File: src/rtl/rrm_pkg.sv
`timescale 1ns/1ps
package rrm_pkg;

    typedef enum logic [1:0] {
        ST_IDLE  = 2'd0,
        ST_FETCH = 2'd1,
        ST_EMIT  = 2'd2
    } rrm_state_e;

    typedef enum logic [1:0] {
        ERR_HOLD = 2'd0,
        ERR_LOAD = 2'd1,
        ERR_SUB  = 2'd2,
        ERR_ADD  = 2'd3
    } rrm_err_op_e;

endpackage

File: src/rtl/rrm_err_unit.sv
`timescale 1ns/1ps
module rrm_err_unit
    import rrm_pkg::*;
#(
    parameter int ERR_W = 16
) (
    input  logic             clk,
    input  logic             rst_n,
    input  rrm_err_op_e      op,
    input  logic [ERR_W-1:0] init_val,
    input  logic [ERR_W-1:0] step_down,
    input  logic [ERR_W-1:0] step_up,
    output logic             err_pos
);
    // two guard bits: init minus a full-range step never wraps
    localparam int ACC_W = ERR_W + 2;

    typedef struct packed {
        logic [ACC_W-1:0] acc;
        logic [ERR_W-1:0] down;
        logic [ERR_W-1:0] up;
    } err_regs_t;

    err_regs_t r_d, r_q;
    logic signed [ACC_W-1:0] acc_s;
    logic signed [ACC_W-1:0] init_ext;
    logic signed [ACC_W-1:0] down_ext;
    logic signed [ACC_W-1:0] up_ext;

    always_comb begin
        acc_s    = $signed(r_q.acc);
        init_ext = $signed({{2{init_val[ERR_W-1]}}, init_val});
        down_ext = $signed({2'b00, r_q.down});
        up_ext   = $signed({2'b00, r_q.up});
        r_d      = r_q;
        unique case (op)
            ERR_LOAD: begin
                r_d.acc  = init_ext;
                r_d.down = step_down;
                r_d.up   = step_up;
            end
            ERR_SUB:  r_d.acc = acc_s - down_ext;
            ERR_ADD:  r_d.acc = acc_s + up_ext;
            default:  r_d     = r_q;
        endcase
    end

    always_ff @(posedge clk) begin
        if (!rst_n) r_q <= '0;
        else        r_q <= r_d;
    end

    assign err_pos = (acc_s > 0);


    add_when_nonpos_chk: assert property (@(posedge clk) disable iff (!rst_n)
        (op == ERR_ADD) |-> (acc_s <= 0));


    add_raises_chk: assert property (@(posedge clk) disable iff (!rst_n)
        (op == ERR_ADD && r_q.up != '0) |=> ($signed(r_q.acc) > $past(acc_s)));

endmodule

File: src/rtl/rrm_bit_count.sv
`timescale 1ns/1ps
module rrm_bit_count #(
    parameter int LEN_W = 16
) (
    input  logic             clk,
    input  logic             rst_n,
    input  logic             load,
    input  logic             inc,
    input  logic [LEN_W-1:0] len_in,
    output logic             at_end
);
    typedef struct packed {
        logic [LEN_W-1:0] cnt;
        logic [LEN_W-1:0] len;
    } cnt_regs_t;

    cnt_regs_t c_d, c_q;

    always_comb begin
        c_d = c_q;
        if (load) begin
            c_d.cnt = '0;
            c_d.len = len_in;
        end else if (inc) begin
            c_d.cnt = c_q.cnt + 1'b1;
        end
    end

    always_ff @(posedge clk) begin
        if (!rst_n) c_q <= '0;
        else        c_q <= c_d;
    end

    assign at_end = (c_q.cnt == c_q.len);


    count_bound_chk: assert property (@(posedge clk) disable iff (!rst_n)
        c_q.cnt <= c_q.len);


    no_take_past_end_chk: assert property (@(posedge clk) disable iff (!rst_n)
        inc |-> !at_end);

endmodule

File: src/rtl/rrm_ctrl.sv
`timescale 1ns/1ps
module rrm_ctrl
    import rrm_pkg::*;
(
    input  logic        clk,
    input  logic        rst_n,
    input  logic        start,
    input  logic        len_zero,
    input  logic        in_valid,
    input  logic        in_bit,
    input  logic        out_ready,
    input  logic        err_pos,
    input  logic        cnt_end,
    output logic        in_ready,
    output logic        out_valid,
    output logic        out_bit,
    output logic        out_last,
    output rrm_err_op_e err_op,
    output logic        cnt_load,
    output logic        cnt_inc
);
    typedef struct packed {
        rrm_state_e state;
        logic       held;
    } ctl_regs_t;

    ctl_regs_t s_d, s_q;

    always_comb begin
        s_d       = s_q;
        in_ready  = 1'b0;
        out_valid = 1'b0;
        out_last  = 1'b0;
        err_op    = ERR_HOLD;
        cnt_load  = 1'b0;
        cnt_inc   = 1'b0;
        unique case (s_q.state)
            ST_IDLE: begin
                if (start && !len_zero) begin
                    s_d.state = ST_FETCH;
                    err_op    = ERR_LOAD;
                    cnt_load  = 1'b1;
                end
            end
            ST_FETCH: begin
                in_ready = 1'b1;
                if (in_valid) begin
                    s_d.held  = in_bit;
                    s_d.state = ST_EMIT;
                    err_op    = ERR_SUB;
                    cnt_inc   = 1'b1;
                end
            end
            ST_EMIT: begin
                out_valid = 1'b1;
                out_last  = err_pos && cnt_end;
                // next bit may enter in the same cycle its predecessor leaves
                in_ready  = err_pos && !cnt_end && out_ready;
                if (out_ready) begin
                    if (!err_pos) begin
                        err_op = ERR_ADD;
                    end else if (cnt_end) begin
                        s_d.state = ST_IDLE;
                    end else if (in_valid) begin
                        s_d.held = in_bit;
                        err_op   = ERR_SUB;
                        cnt_inc  = 1'b1;
                    end else begin
                        s_d.state = ST_FETCH;
                    end
                end
            end
            default: s_d.state = ST_IDLE;
        endcase
        out_bit = s_q.held;
    end

    always_ff @(posedge clk) begin
        if (!rst_n) s_q <= '{state: ST_IDLE, held: 1'b0};
        else        s_q <= s_d;
    end


    first_copy_chk: assert property (@(posedge clk) disable iff (!rst_n)
        (in_valid && in_ready) |=> (out_valid && out_bit == $past(in_bit)));


    stall_hold_chk: assert property (@(posedge clk) disable iff (!rst_n)
        (out_valid && !out_ready) |=>
            (out_valid && $stable(out_bit) && $stable(out_last)));


    last_goes_idle_chk: assert property (@(posedge clk) disable iff (!rst_n)
        (out_valid && out_ready && out_last) |=> (!out_valid && !in_ready));


    owed_copy_blocks_chk: assert property (@(posedge clk) disable iff (!rst_n)
        (out_valid && !err_pos) |-> !in_ready);

endmodule

File: src/rtl/rep_rate_matcher.sv
`timescale 1ns/1ps
module rep_rate_matcher
    import rrm_pkg::*;
#(
    parameter int ERR_W = 16,
    parameter int LEN_W = 16
) (
    input  logic             clk,
    input  logic             rst_n,
    input  logic             cfg_start,
    input  logic [ERR_W-1:0] cfg_eini,
    input  logic [ERR_W-1:0] cfg_eminus,
    input  logic [ERR_W-1:0] cfg_eplus,
    input  logic [LEN_W-1:0] cfg_len,
    input  logic             in_valid,
    output logic             in_ready,
    input  logic             in_bit,
    output logic             out_valid,
    input  logic             out_ready,
    output logic             out_bit,
    output logic             out_last
);
    rrm_err_op_e err_op;
    logic        err_pos;
    logic        cnt_load;
    logic        cnt_inc;
    logic        cnt_end;
    logic        len_zero;

    assign len_zero = (cfg_len == '0);

    rrm_err_unit #(.ERR_W(ERR_W)) u_err (
        .clk      (clk),
        .rst_n    (rst_n),
        .op       (err_op),
        .init_val (cfg_eini),
        .step_down(cfg_eminus),
        .step_up  (cfg_eplus),
        .err_pos  (err_pos)
    );

    rrm_bit_count #(.LEN_W(LEN_W)) u_cnt (
        .clk   (clk),
        .rst_n (rst_n),
        .load  (cnt_load),
        .inc   (cnt_inc),
        .len_in(cfg_len),
        .at_end(cnt_end)
    );

    rrm_ctrl u_ctrl (
        .clk      (clk),
        .rst_n    (rst_n),
        .start    (cfg_start),
        .len_zero (len_zero),
        .in_valid (in_valid),
        .in_bit   (in_bit),
        .out_ready(out_ready),
        .err_pos  (err_pos),
        .cnt_end  (cnt_end),
        .in_ready (in_ready),
        .out_valid(out_valid),
        .out_bit  (out_bit),
        .out_last (out_last),
        .err_op   (err_op),
        .cnt_load (cnt_load),
        .cnt_inc  (cnt_inc)
    );


    idle_after_reset_chk: assert property (@(posedge clk) disable iff (!rst_n)
        $past(!rst_n) |-> (!out_valid && !in_ready && !out_last));

endmodule

File: config.mk
export PLATFORM = sky130hd
export DESIGN_NAME = rep_rate_matcher
export DESIGN_NICKNAME = d
export VERILOG_FILES = /design/src/rtl/rrm_pkg.sv /design/src/rtl/rrm_err_unit.sv /design/src/rtl/rrm_bit_count.sv /design/src/rtl/rrm_ctrl.sv /design/src/rtl/rep_rate_matcher.sv
export SDC_FILE = /design/constraint.sdc
export NUM_CORES = 1
export LEC_CHECK = 0
export ABC_AREA = 1
export BUFFER_PORTS_ARGS = -buffer_cell sky130_fd_sc_hd__buf_2
export CAP_MARGIN = 20
export CELL_PAD_IN_SITES_DETAIL_PLACEMENT = 2
export CELL_PAD_IN_SITES_GLOBAL_PLACEMENT = 2
export CORE_ASPECT_RATIO = 1.4
export CORE_MARGIN = 4
export CORE_UTILIZATION = 28
export DETAILED_ROUTE_END_ITERATION = 6
export PLACE_DENSITY = 0.73
export SLEW_MARGIN = 25
export SYNTH_ARGS = -nofsm -noshare
export SYNTH_HDL_FRONTEND = slang
export SYNTH_HIERARCHICAL = 1
export SYNTH_SLANG_ARGS = --single-unit
File: constraint.sdc
create_clock -name clk -period 3.2 [get_ports clk]
set_clock_uncertainty 0.15 [all_clocks]
set_input_delay 0.32 -clock clk [delete_from_list [all_inputs] [get_ports clk]]
set_output_delay 0.32 -clock clk [all_outputs]
set_load 0.005 [all_outputs]
After elaboration in Yosys (flattened, before gate mapping). Cells that the tools add are included. Widths: inputs -> output; s select.

Register bits: 85. Input port bits: 70. Output and inout port bits: 4. Logic and storage cells: 65.

Add/sub/neg operators: 3. $lt $le $gt $ge: 1. Equal/unequal tests: 13. Mux-type cells: 27. Bitwise operators: 1. Reduce and logical (&&, ||, !) cells: 13.

Operators by type and width (number): $pmux 18 s3 (1); $add 18x17->18 (1); $gt 18x1->1 const B (1); $sub 18x17->18 (1); $add 16x1->16 const B (1); $eq 16x16->1 (1); $logic_not 16->1 (1); $mux 2 (7); $pmux 2 s3 (2); $mux 1 (11); $mux 3 (3); $ne 2x2->1 const B (4); $eq 2x2->1 const B (3); $pmux 1 s2 (3); $reduce_and 6->1 (1); $reduce_and 5->1 (1); $eq 2x1->1 const B (2); $logic_and 1x1->1 (4); $ne 2x1->1 const B (2); $ne 3x2->1 const B (1); $reduce_bool 3->1 (1); $logic_not 1->1 (2); $logic_not 2->1 (1); $reduce_bool 2->1 (1); 2 further kinds (2).

Longest topological paths before layout. Gate-level depths: netlist of the first run.

Word-level depth: 7. Gate-level depth with buffers: 27. Gate-level depth less buffers: 26.

Modules after synthesis. Netlist of the first run, hierarchy kept.

Modules (own cells, without submodules): rrm_err_unit (times used 1, cells an instance 516, area each 3350.7 um^2, sequential area each 1001.0 um^2); rrm_bit_count (times used 1, cells an instance 227, area each 1585.3 um^2, sequential area each 640.6 um^2); rrm_ctrl (times used 1, cells an instance 54, area each 330.3 um^2, sequential area each 60.1 um^2); rep_rate_matcher (times used 1, cells an instance 27, area each 103.8 um^2, sequential area each 0.0 um^2).

Worst setup path after synthesis of the first run. Ideal clock, no wire load.

Path kind: reg-to-reg. From: reg u_err.r_q, in the netlist u_err/acc_s[11]. To: reg u_err.r_q, in the netlist u_err/acc_s[14]. Setup time: 0.132 ns. Data arrival time: 3.205 ns. Data required time: 2.918 ns. Path slack: -0.287 ns. Stages on the path, launching flop included: 24. Buffers on the path: 1. Clock period less this slack: 3.487 ns. Cells stage by stage: dfxtp_1 inv_1 nand2_1 nor4_1 a41oi_1 nand3b_1 a21oi_1 nand2_1 inv_1 buf_2 nand2_1 o21ai_0 ha_1 inv_1 fa_1 nand3b_1 nand2_1 nand2_1 nand2_1 nand3_1 nand2_1 nand2_1 nand3_1 a21oi_1.

Word-level cells in the longest chain between the ends: 6. Elaborated cells between the ends (all ways): 11.

RTL lines: from (decl) (RTL line rrm_err_unit.sv:24) `err_regs_t r_d, r_q;`; from (signal assigned) (RTL line rrm_err_unit.sv:50) `else r_q <= r_d;`; $gt 18x1->1 * (RTL line rrm_err_unit.sv:53) `assign err_pos = (acc_s > 0);`; named net err_pos (RTL line rep_rate_matcher.sv:24) `logic err_pos;`; $mux 2 * (RTL line rrm_ctrl.sv:60) `if (!err_pos) begin`; $mux 2 * (RTL line rrm_ctrl.sv:59) `if (out_ready) begin`; $pmux 2 s3 * (RTL line rrm_ctrl.sv:37) `unique case (s_q.state)`; named net err_op[0] (RTL line rep_rate_matcher.sv:23) `rrm_err_op_e err_op;`; $eq 2x2->1 or $eq 2x1->1 (tied branches) (RTL line rrm_err_unit.sv:36) `unique case (op)`; $pmux 18 s3 or $reduce_bool 3->1 (tied branches).

The timed path passes the listed nets; every way through them passes the cells marked *. A chain may end at the register's enable or synchronous reset.

Worst setup path in the final report of the first run.
From: reg u_err.r_q, in the netlist u_err/acc_s[4]. To: reg u_err.r_q, in the netlist u_err/acc_s[16].

Same word-level chain as after synthesis.

==> impl_metrics.tcl, run 1 <==
set metrics [dict create \
    path_max_fanout 7 \
    synth_warnings 6 \
    critPathBufInv 3 \
    die_w_um 125 \
    p_seq_share_pct 13.7 \
    syn-cell-area_um2 5370 \
    diodes 0 \
    relSlewSlack_pct 41.4 \
    cpPeakStageDelay_ps 370 \
    grt_pass1_wl_um 37700 \
    postRouteAntennaNets 0 \
    grt_use_met1_pct 20.7 \
    firstDrtPassIters 4 \
    stdcell_area_um2 8340 \
    ys_seq_elements 85 \
    critPathSlowestCell "fa_2" \
    async_flop_share_pct 0 \
    track_usage_pct 22.3 \
    tritoncts "yes" \
    drive_above_1_share_pct 41.7 \
    p_clk_share_pct 9.8 \
    place_area_um2 6900 \
    p_leak_nw 3.85 \
    synth.avg_cell_area_um2 6.52 \
    grt_pass1_vias 7173 \
    critPathKind "reg -> reg" \
    synth_cell_types 45 \
    die_area_um2 21500 \
    crit_path_end_kind "flop" \
    intPower_w 0.00580 \
    required_ps 3270 \
    use_met2_pct 47.7 \
    pwr-share-comb_pct 76.5 \
    port_buffers 73 \
    worstMarginPinSlew_ps 878 \
    grt-ovfl-total 0 \
    drc 0 \
    min_period_ps 3820 \
    route.vias.total 6671 \
    core_area_um2 18800 \
    synthTopCellsByArea "dfxtp_1 32%, nand2_1 12%, nor2_1 9.6%" \
    n_fill_cell 2219 \
    setup_viol 18 \
    routed_wl_um 29500 \
    wire_per_inst_um 22.7 \
    holdCritPathClass "in -> reg" \
    drt_iter0_markers 233 \
    start_util_pct 28.6 \
    crit_family "simple AND/OR/NAND/NOR gates" \
    rsz0062_at_grt "true" \
    area_growth_pct 55.4 \
    clock_sinks 85 \
    clk_pin_slew_worst_paths_ps 80 \
    io_pins 74 \
    fin_crit_sh_pct 119 \
    timing.fmax_mhz 262 \
    die_h_um 172 \
    root_buffer "clkbuf_16" \
    synth_flop_cell "dfxtp_1" \
    slew_viol_final 0 \
    ys_seq_area_share_pct 31.7 \
    layout_commonest_cell "buf_4" \
    power_density_nw_per_um2 1450 \
    ir_drop_mv 0.414 \
    met3_usage_pct 2.29 \
    whs_ps 41.0 \
    outcome "finished with violations" \
    total_power_w 0.0121 \
    switching_share_pct 51.9 \
    finish.utilization_pct 44.5 \
    yosysTopAreaCell "dfxtp_1" \
    synth_edf_count 0 \
    critPathArrivalTime_ps 3890 \
    fin_nets 1144 \
    synth.top_cell.area_share_pct 31.7 \
    grt_start_max_net_pins 44 \
    viasPerCell 5.14 \
    grt-busiest-layer "met2" \
    power.switching_w 0.00627 \
    finalHoldViolations 0 \
    insertion_delay_ps 370 \
    finalWorstSetupSlack_ps -621 \
    cp-start-kind "flop" \
    final_cell_mix "151 x buf_4, 142 x nand2_1, 126 x nor2_1" \
    postCtsHoldBufs 0 \
    synthCells 824 \
    cts-buffers-inserted 9 \
    hpwl_um 16800 \
    path_cells "nor4_1 > buf_4 > a41oi_2 > nand3b_1 > a31oi_4 > nand2_4 > inv_8 > nand2_4 > o21ai_4 > ha_4 > inv_2 > fa_2 > nand3b_1 > nand2_2 > nand2_2 > nand2_4 > nand2_2 > nand2_1 > nand2_1 > nand3_1 > a21oi_1" \
    tns_ps -8640 \
    htreeDepth 3 \
    violations "negative setup slack" \
    clockBufferDepth 2 \
    drv_cap 0 \
    routabilityCongestion 0.843 \
    std_cell_rows 59 \
    syn-num-nets 919 \
    antenna_found_initial 0 \
]
==> stage by stage <==
stage | std cells | setup WS, ps
2_1_floorplan | 824 | -24.7
3_3_place_gp | 1238 | -432
3_5_place_dp | 1238 | -557
4_1_cts | 1284 | -370
5_1_grt | 1297 | -820
6_report | 1297 | -621
==> power groups by stage <==
stage | clock network [W] | logic [W] | registers, W
6_report | 0.00118 | 0.00924 | 0.00165
5_1_grt | 0.00124 | 0.00977 | 0.00168
4_1_cts | 0.00117 | 0.00668 | 0.00161
3_5_place_dp | 0 | 0.00589 | 0.00161
3_3_place_gp | 0 | 0.00564 | 0.00160
2_1_floorplan | 0 | 0.00331 | 0.00157
==> layout make-up <==
class	instances	area (µm²)	share of cell area [%]
clock buffer	10	250	3.00
clock inverter	5	66.3	0.795
inverter	99	379	4.54
multi-input combinational	618	3960	47.4
sequential	85	1710	20.5
tap	244	305	3.66
timing repair buffer	235	1660	19.9
timing repair inverter	1	8.76	0.105
==> sequential cells by signal (all words and copies together), names as in the netlist <==
register / cells
u_cnt/c_q: 32
u_ctrl/out_bit: 1
u_ctrl/s_q: 2
u_err/acc_s: 18
u_err/down_ext: 16
u_err/r_q: 16
==> synthesized netlist by cell type (2+ instances only) <==
| master | number |
|---|---|
| nand2_1 | 177 |
| nor2_1 | 137 |
| inv_1 | 90 |
| dfxtp_1 | 85 |
| o21ai_0 | 76 |
| a21oi_1 | 55 |
| nand3_1 | 32 |
| ha_1 | 24 |
| xnor2_1 | 13 |
| xor2_1 | 12 |
| nand2_2 | 10 |
| inv_2 | 9 |
| nor3_1 | 9 |
| buf_2 | 8 |
| clkbuf_1 | 8 |
| nand3b_1 | 8 |
| nor2_2 | 8 |
| a31oi_1 | 7 |
| nand3_2 | 7 |
| nand4_1 | 6 |
| or2_2 | 5 |
| nor2_4 | 4 |
| nor4_1 | 4 |
| o21ai_1 | 4 |
| buf_4 | 3 |
| buf_1 | 2 |
| o21a_1 | 2 |
| o21bai_1 | 2 |
==> what timing repair did <==
item	4_1_cts	5_1_grt
resized for setup	55	133
cloned	1	1
pin swaps	25	59
buffers inserted	30	14
setup endpoints to repair	17	49
==> path summary, 6_finish.rpt <==
kind / start / depth (start not counted) / to / slack (ps)
setup reg to reg: u_err/acc_s[4] / 21 / u_err/acc_s[16] / -620
hold / removal: cfg_eminus[5] / 3 / u_err/down_ext[5] / 40
hold reg to reg: u_ctrl/out_bit / 4 / u_ctrl/out_bit / 370
setup / recovery: u_err/acc_s[4] / 21 / u_err/acc_s[16] / -620
==> per-layer routing <==
| metal | up-vias | share of wire (%) |
|---|---|---|
| met5 | - | 0 |
| met4 | 0 | 6.4 |
| met3 | 97 | 2.8 |
| met2 | 177 | 57 |
| met1 | 3301 | 34 |
| li1 | 3096 | - |
==> worst register-to-register path, delay by kind of cell (launching register included) <==
kind	cells	cell delay, ps
compound gates	4	600
fa+ha+maj	2	570
buf+inv	3	380
flops	1	330
simple gates	12	1680
==> kinds of logic after synthesis <==
logic type | after synthesis | synth area share, %
and+or+nand+nor | 412 | 33.6
DFF | 85 | 31.7
buffers and inverters | 121 | 8.99
xor gates and xnor gates | 25 | 4.08
adders and majority gates | 25 | 5.96
AOI/OAI and AO/OA | 156 | 15.7
Power figures use the tool's default switching activity.
==> inputs of run 2 (changes only) <==
CORE_UTILIZATION = 29   (was 28)
CTS_BUF_LIST = sky130_fd_sc_hd__clkbuf_2 sky130_fd_sc_hd__clkbuf_4 sky130_fd_sc_hd__clkbuf_8   (was unset)
PLACE_DENSITY = 0.76   (was 0.73)
==> run 2 against run 1 <==
Compared with the run above: the flow still finishes with violations (negative setup slack); design area fell by 7.7%; combinational power fell by 15%; sequential power barely moved; largest power group unchanged; cell count fell by 3.2%; clock power fell by 28%; maximum frequency rose by 3.1%.
==> impl_metrics.tcl, run 2 (synthesis results as in run 1) <==
set metrics [dict create \
    reg_top3 "u_cnt/c_q x32, u_err/acc_s x18" \
    postRouteAntennaNets 0 \
    path_cells "nor4_2 > a41oi_2 > nand3b_1 > a21oi_2 > nand2_4 > buf_6 > nand2_2 > o21ai_2 > buf_4 > ha_1 > nand3_1 > nand3_2 > buf_4 > nand2_1 > nand2_1 > a21oi_1 > o21ai_0 > a31oi_1" \
    htreeDepth 3 \
    grt-ovfl-total 0 \
    tns_ps -6710 \
    critPathKind "reg -> reg" \
    dpl_worst_slack_ps -558 \
    finalWorstSetupSlack_ps -507 \
    timing.fmax_mhz 270 \
    crit_path_end_kind "flop" \
    cp-start-kind "flop" \
    std_cell_rows 58 \
    total_power_w 0.0104 \
    io_pins 74 \
    area_growth_pct 43.4 \
    r2r-end "u_err/acc_s[5]" \
    routed_wl_um 25400 \
    path_max_fanout 12 \
    min_period_ps 3710 \
    hpwl_um 17200 \
    grt_start_max_net_pins 44 \
    track_usage_pct 22.1 \
    grt_pass1_vias 7061 \
    finish.utilization_pct 42.6 \
    die_h_um 169 \
    start_util_pct 29.7 \
    ir_drop_mv 0.435 \
    core_area_um2 18100 \
    critPathSlowestCell "nor4_2" \
    hold_path_depth 3 \
    die_w_um 123 \
    drc 0 \
    rsz0062_at_grt "true" \
    diodes 0 \
    route.vias.total 6322 \
    reg2reg_depth 18 \
    cts-buffers-inserted 9 \
    final_cell_mix "150 x nand2_1, 130 x nor2_1, 116 x buf_4" \
    r2r_start "u_err/acc_s[4]" \
    whs_endpoint "u_err/down_ext[5]" \
    tritoncts "yes" \
    firstDrtPassIters 4 \
    outcome "finished with violations" \
    insertion_delay_ps 400 \
    holdCritPathClass "in -> reg" \
    critPathArrivalTime_ps 3870 \
    die_area_um2 20800 \
    clock_sinks 85 \
    cpPeakStageDelay_ps 450 \
    worstMarginPinSlew_ps 732 \
    antenna_found_initial 0 \
    hp-start "cfg_eminus[5]" \
    routabilityCongestion 0.836 \
    n_fill_cell 2141 \
    layout_commonest_cell "nand2_1" \
    port_buffers 73 \
    violations "negative setup slack" \
    slew_viol_final 0 \
    power_density_nw_per_um2 1350 \
    viasPerCell 5.03 \
    clockBufferDepth 2 \
    regToRegSetupSlack_ps -510 \
    wire_per_inst_um 20.2 \
    drv_cap 0 \
    grt_pass1_wl_um 35500 \
    regMostFlops "u_cnt/c_q" \
    drt_iter0_markers 252 \
    fin_crit_sh_pct 116 \
    root_buffer "clkbuf_8" \
    relSlewSlack_pct 51.2 \
    setup_viol 17 \
    finalHoldViolations 0 \
    largest_register_ffs 32 \
    required_ps 3370 \
    clk_pin_slew_worst_paths_ps 100 \
    fin_nets 1107 \
    p_leak_nw 3.50 \
    drive_above_1_share_pct 36.6 \
]
[run 2: changes by cell type in the layout (fill, tap and decap cells not counted), sizes merged]
cell | before | now
dlygate4sd3 | 0 | 6
clkinvlp | 1 | 0
clkbuf | 11 | 12
inv | 102 | 100
buf | 234 | 193
[run 2: critical path, delay by kind of cell (launching register included)]
kind | cells | cell delay [ps]
buf+inv | 3 | 490
compound gates | 6 | 1000
fa+ha+maj | 1 | 290
flops | 1 | 350
simple gates | 8 | 1350
[run 2: power by group]
group / total, W / switching [W] / leakage [nW] / internal, W
clock network: 0.000849 / 0.000438 / 0.106 / 0.000411
logic: 0.00790 / 0.00466 / 2.69 / 0.00324
registers: 0.00164 / 0.000255 / 0.702 / 0.00139
[run 2: worst max path at each step]
stage,endpoint,cells after the start,startpoint
after floorplan,u_err/acc_s[14],24,u_err/acc_s[11]
after global placement,u_err/acc_s[9],23,cfg_len[10]
after detailed placement,u_err/acc_s[9],21,u_cnt/c_q[29]
after CTS,u_err/acc_s[5],21,u_err/acc_s[15]
after global routing,u_err/acc_s[6],21,u_err/acc_s[11]
final,u_err/acc_s[5],18,u_err/acc_s[4]
[run 2: per-layer routing]
layer / routed length [µm] / vias up / share of wire [%] / GRT usage (%)
met5: 0 / - / 0 / 0
met4: 1320 / 0 / 5.2 / 10.2
met3: 548 / 58 / 2.2 / 2.67
met2: 14900 / 104 / 59 / 44.5
met1: 8690 / 3143 / 34 / 21.5
li1: - / 3017 / - / -
[run 2: layout make-up]
| cell class | instances | area, µm² | area share, % |
|---|---|---|---|
| clock inverter | 3 | 43.8 | 0.569 |
| clock buffer | 12 | 159 | 2.06 |
| inverter | 99 | 377 | 4.89 |
| sequential | 85 | 1710 | 22.3 |
| multi-input combinational | 618 | 3750 | 48.7 |
| timing repair buffer | 199 | 1360 | 17.6 |
| tap | 240 | 300 | 3.90 |
[run 2: repair_timing]
item                                    CTS  global route
setup buffers                             9             5
hold endpoints to repair                  6             0
endpoints found under the setup margin   17            17
gates resized for setup                  45            85
pin swaps                                16            32
hold buffers                              6             0
[run 2: per-stage QoR]
step / area, µm² / hold slack (ps) / cells
floorplan: 5420 / 274 / 824
global placement: 6800 / 309 / 1221
detailed placement: 6800 / 320 / 1221
CTS: 7300 / 1.66 / 1251
global route: 7700 / 8.06 / 1256
finish: 7700 / 6.38 / 1256
==> inputs of run 3 (changes only) <==
CAP_MARGIN = unset   (was 20)
RECOVER_POWER = 25   (was unset)
==> run 3 against run 2 <==
Compared with the run above: the run still ends with negative setup slack left; critical path depth stayed put; non-clock buffer count stayed put; design area hardly changed; maximum frequency down 0.10%; sequential share of layout area hardly changed; die area unchanged; combinational power barely moved; first-iteration DRC count grew 2.8%; clock-buffer cell count stayed put; routed wire length barely moved; register-to-register slack hardly changed; power hardly changed.
==> impl_metrics.tcl, run 3 (synthesis results as in run 1) <==
set metrics [dict create \
    outcome "finished with violations" \
    violations "negative setup slack" \
    port_buffers 73 \
    finalHoldViolations 0 \
    clk_pin_slew_worst_paths_ps 100 \
    routed_wl_um 25400 \
    route.vias.total 6333 \
    postRouteAntennaNets 0 \
    routabilityCongestion 0.836 \
    grt-ovfl-total 0 \
    grt_start_max_net_pins 44 \
    worstMarginPinSlew_ps 732 \
    required_ps 3370 \
    tritoncts "yes" \
    whs_ps 6.45 \
    critPathArrivalTime_ps 3880 \
    drt_iter0_markers 259 \
    regMostFlops "u_cnt/c_q" \
    fin_crit_sh_pct 116 \
    track_usage_pct 22.1 \
    ir_drop_mv 0.435 \
    die_area_um2 20800 \
    rsz0062_at_grt "true" \
    viasPerCell 5.04 \
    drive_above_1_share_pct 36.3 \
    min_period_ps 3710 \
    power_density_nw_per_um2 1350 \
    start_util_pct 29.7 \
    clockBufferDepth 2 \
    setup_viol 17 \
    cp-start-kind "flop" \
    die_w_um 123 \
    hpwl_um 17200 \
    std_cell_rows 58 \
    die_h_um 169 \
    firstDrtPassIters 4 \
    core_area_um2 18100 \
    reg_top3 "u_cnt/c_q x32, u_err/acc_s x18" \
    drv_cap 0 \
    wire_per_inst_um 20.2 \
    grt_pass1_wl_um 35500 \
    clock_sinks 85 \
    insertion_delay_ps 400 \
    regToRegSetupSlack_ps -510 \
    diodes 0 \
    drc 0 \
    total_power_w 0.0104 \
    antenna_found_initial 0 \
    area_growth_pct 43.3 \
    cts-buffers-inserted 9 \
    largest_register_ffs 32 \
    slew_viol_final 0 \
    layout_commonest_cell "nand2_1" \
    timing.fmax_mhz 269 \
    crit_path_end_kind "flop" \
    p_leak_nw 3.49 \
    path_max_fanout 12 \
    holdCritPathClass "in -> reg" \
    critPathKind "reg -> reg" \
    relSlewSlack_pct 51.2 \
    root_buffer "clkbuf_8" \
    finalWorstSetupSlack_ps -511 \
    io_pins 74 \
    htreeDepth 3 \
    grt_pass1_vias 7061 \
    final_cell_mix "150 x nand2_1, 130 x nor2_1, 115 x buf_4" \
    fin_nets 1107 \
]
==> run 3: cell count changes in the layout (fill, tap and decap cells not counted) <==
cell	before	now
buf_2	73	72
buf_4	116	115
clkbuf_1	0	2
inv_1	79	80
inv_2	18	17
==> run 3: per-stage QoR <==
stage	setup TNS, ps	area, µm²	util, %	setup slack [ps]	instances
global route	-8870	7690	42.6	-641	1256
global placement	-3950	6800	37.6	-371	1221
detailed placement	-6380	6800	37.6	-558	1221
finish	-6800	7690	42.6	-511	1256
floorplan	-40.2	5420	-	-24.7	824
CTS	-5240	7300	40.4	-381	1251
==> run 3: path summary, 6_finish.rpt <==
| path | to | cells after the start | startpoint |
|---|---|---|---|
| worst max-delay path | u_err/acc_s[5] | 18 | u_err/acc_s[4] |
| worst min register to register | u_err/down_ext[8] | 2 | u_err/down_ext[8] |
| worst max register to register | u_err/acc_s[5] | 18 | u_err/acc_s[4] |
| worst min-delay path | u_err/down_ext[5] | 3 | cfg_eminus[5] |
==> run 3: repair_timing <==
item	in CTS	in global routing
endpoints found under the setup margin	17	17
pin swaps	16	32
resized for setup	45	85
hold buffers	6	0
setup buffers	9	5
endpoints found under the hold margin	6	0
==> run 3: routing by layer <==
metal	vias to the layer above	GRT usage, %	share of wire, %
met5	-	0	0
met4	0	10.2	5.2
met3	58	2.67	2.4
met2	116	44.5	59
met1	3141	21.5	34
li1	3018	-	-
==> run 3: power breakdown <==
| part | internal, W | total (W) | switching (W) |
|---|---|---|---|
| Clock | 0.000410 | 0.000847 | 0.000437 |
| Sequential | 0.00139 | 0.00164 | 0.000254 |
| Combinational | 0.00323 | 0.00789 | 0.00466 |
| Total | 0.00503 | 0.0104 | 0.00535 |
==> run 3: area by class of cell <==
type	count	area (µm²)
fill	2144	10400
multi-input combinational	618	3750
sequential	85	1710
timing repair buffer	199	1350
inverter	99	377
tap	240	300
clock buffer	12	159
clock inverter	3	43.8
==> run 3: worst max-delay path, stage by stage, from the launching register on <==
cell	delay, ps
dfxtp_1	350
nor4_2	450
a41oi_2	200
nand3b_1	300
a21oi_2	270
nand2_4	110
buf_6	170
nand2_2	80
o21ai_2	80
buf_4	150
ha_1	290
nand3_1	110
nand3_2	100
buf_4	170
nand2_1	90
nand2_1	110
a21oi_1	190
o21ai_0	120
a31oi_1	140
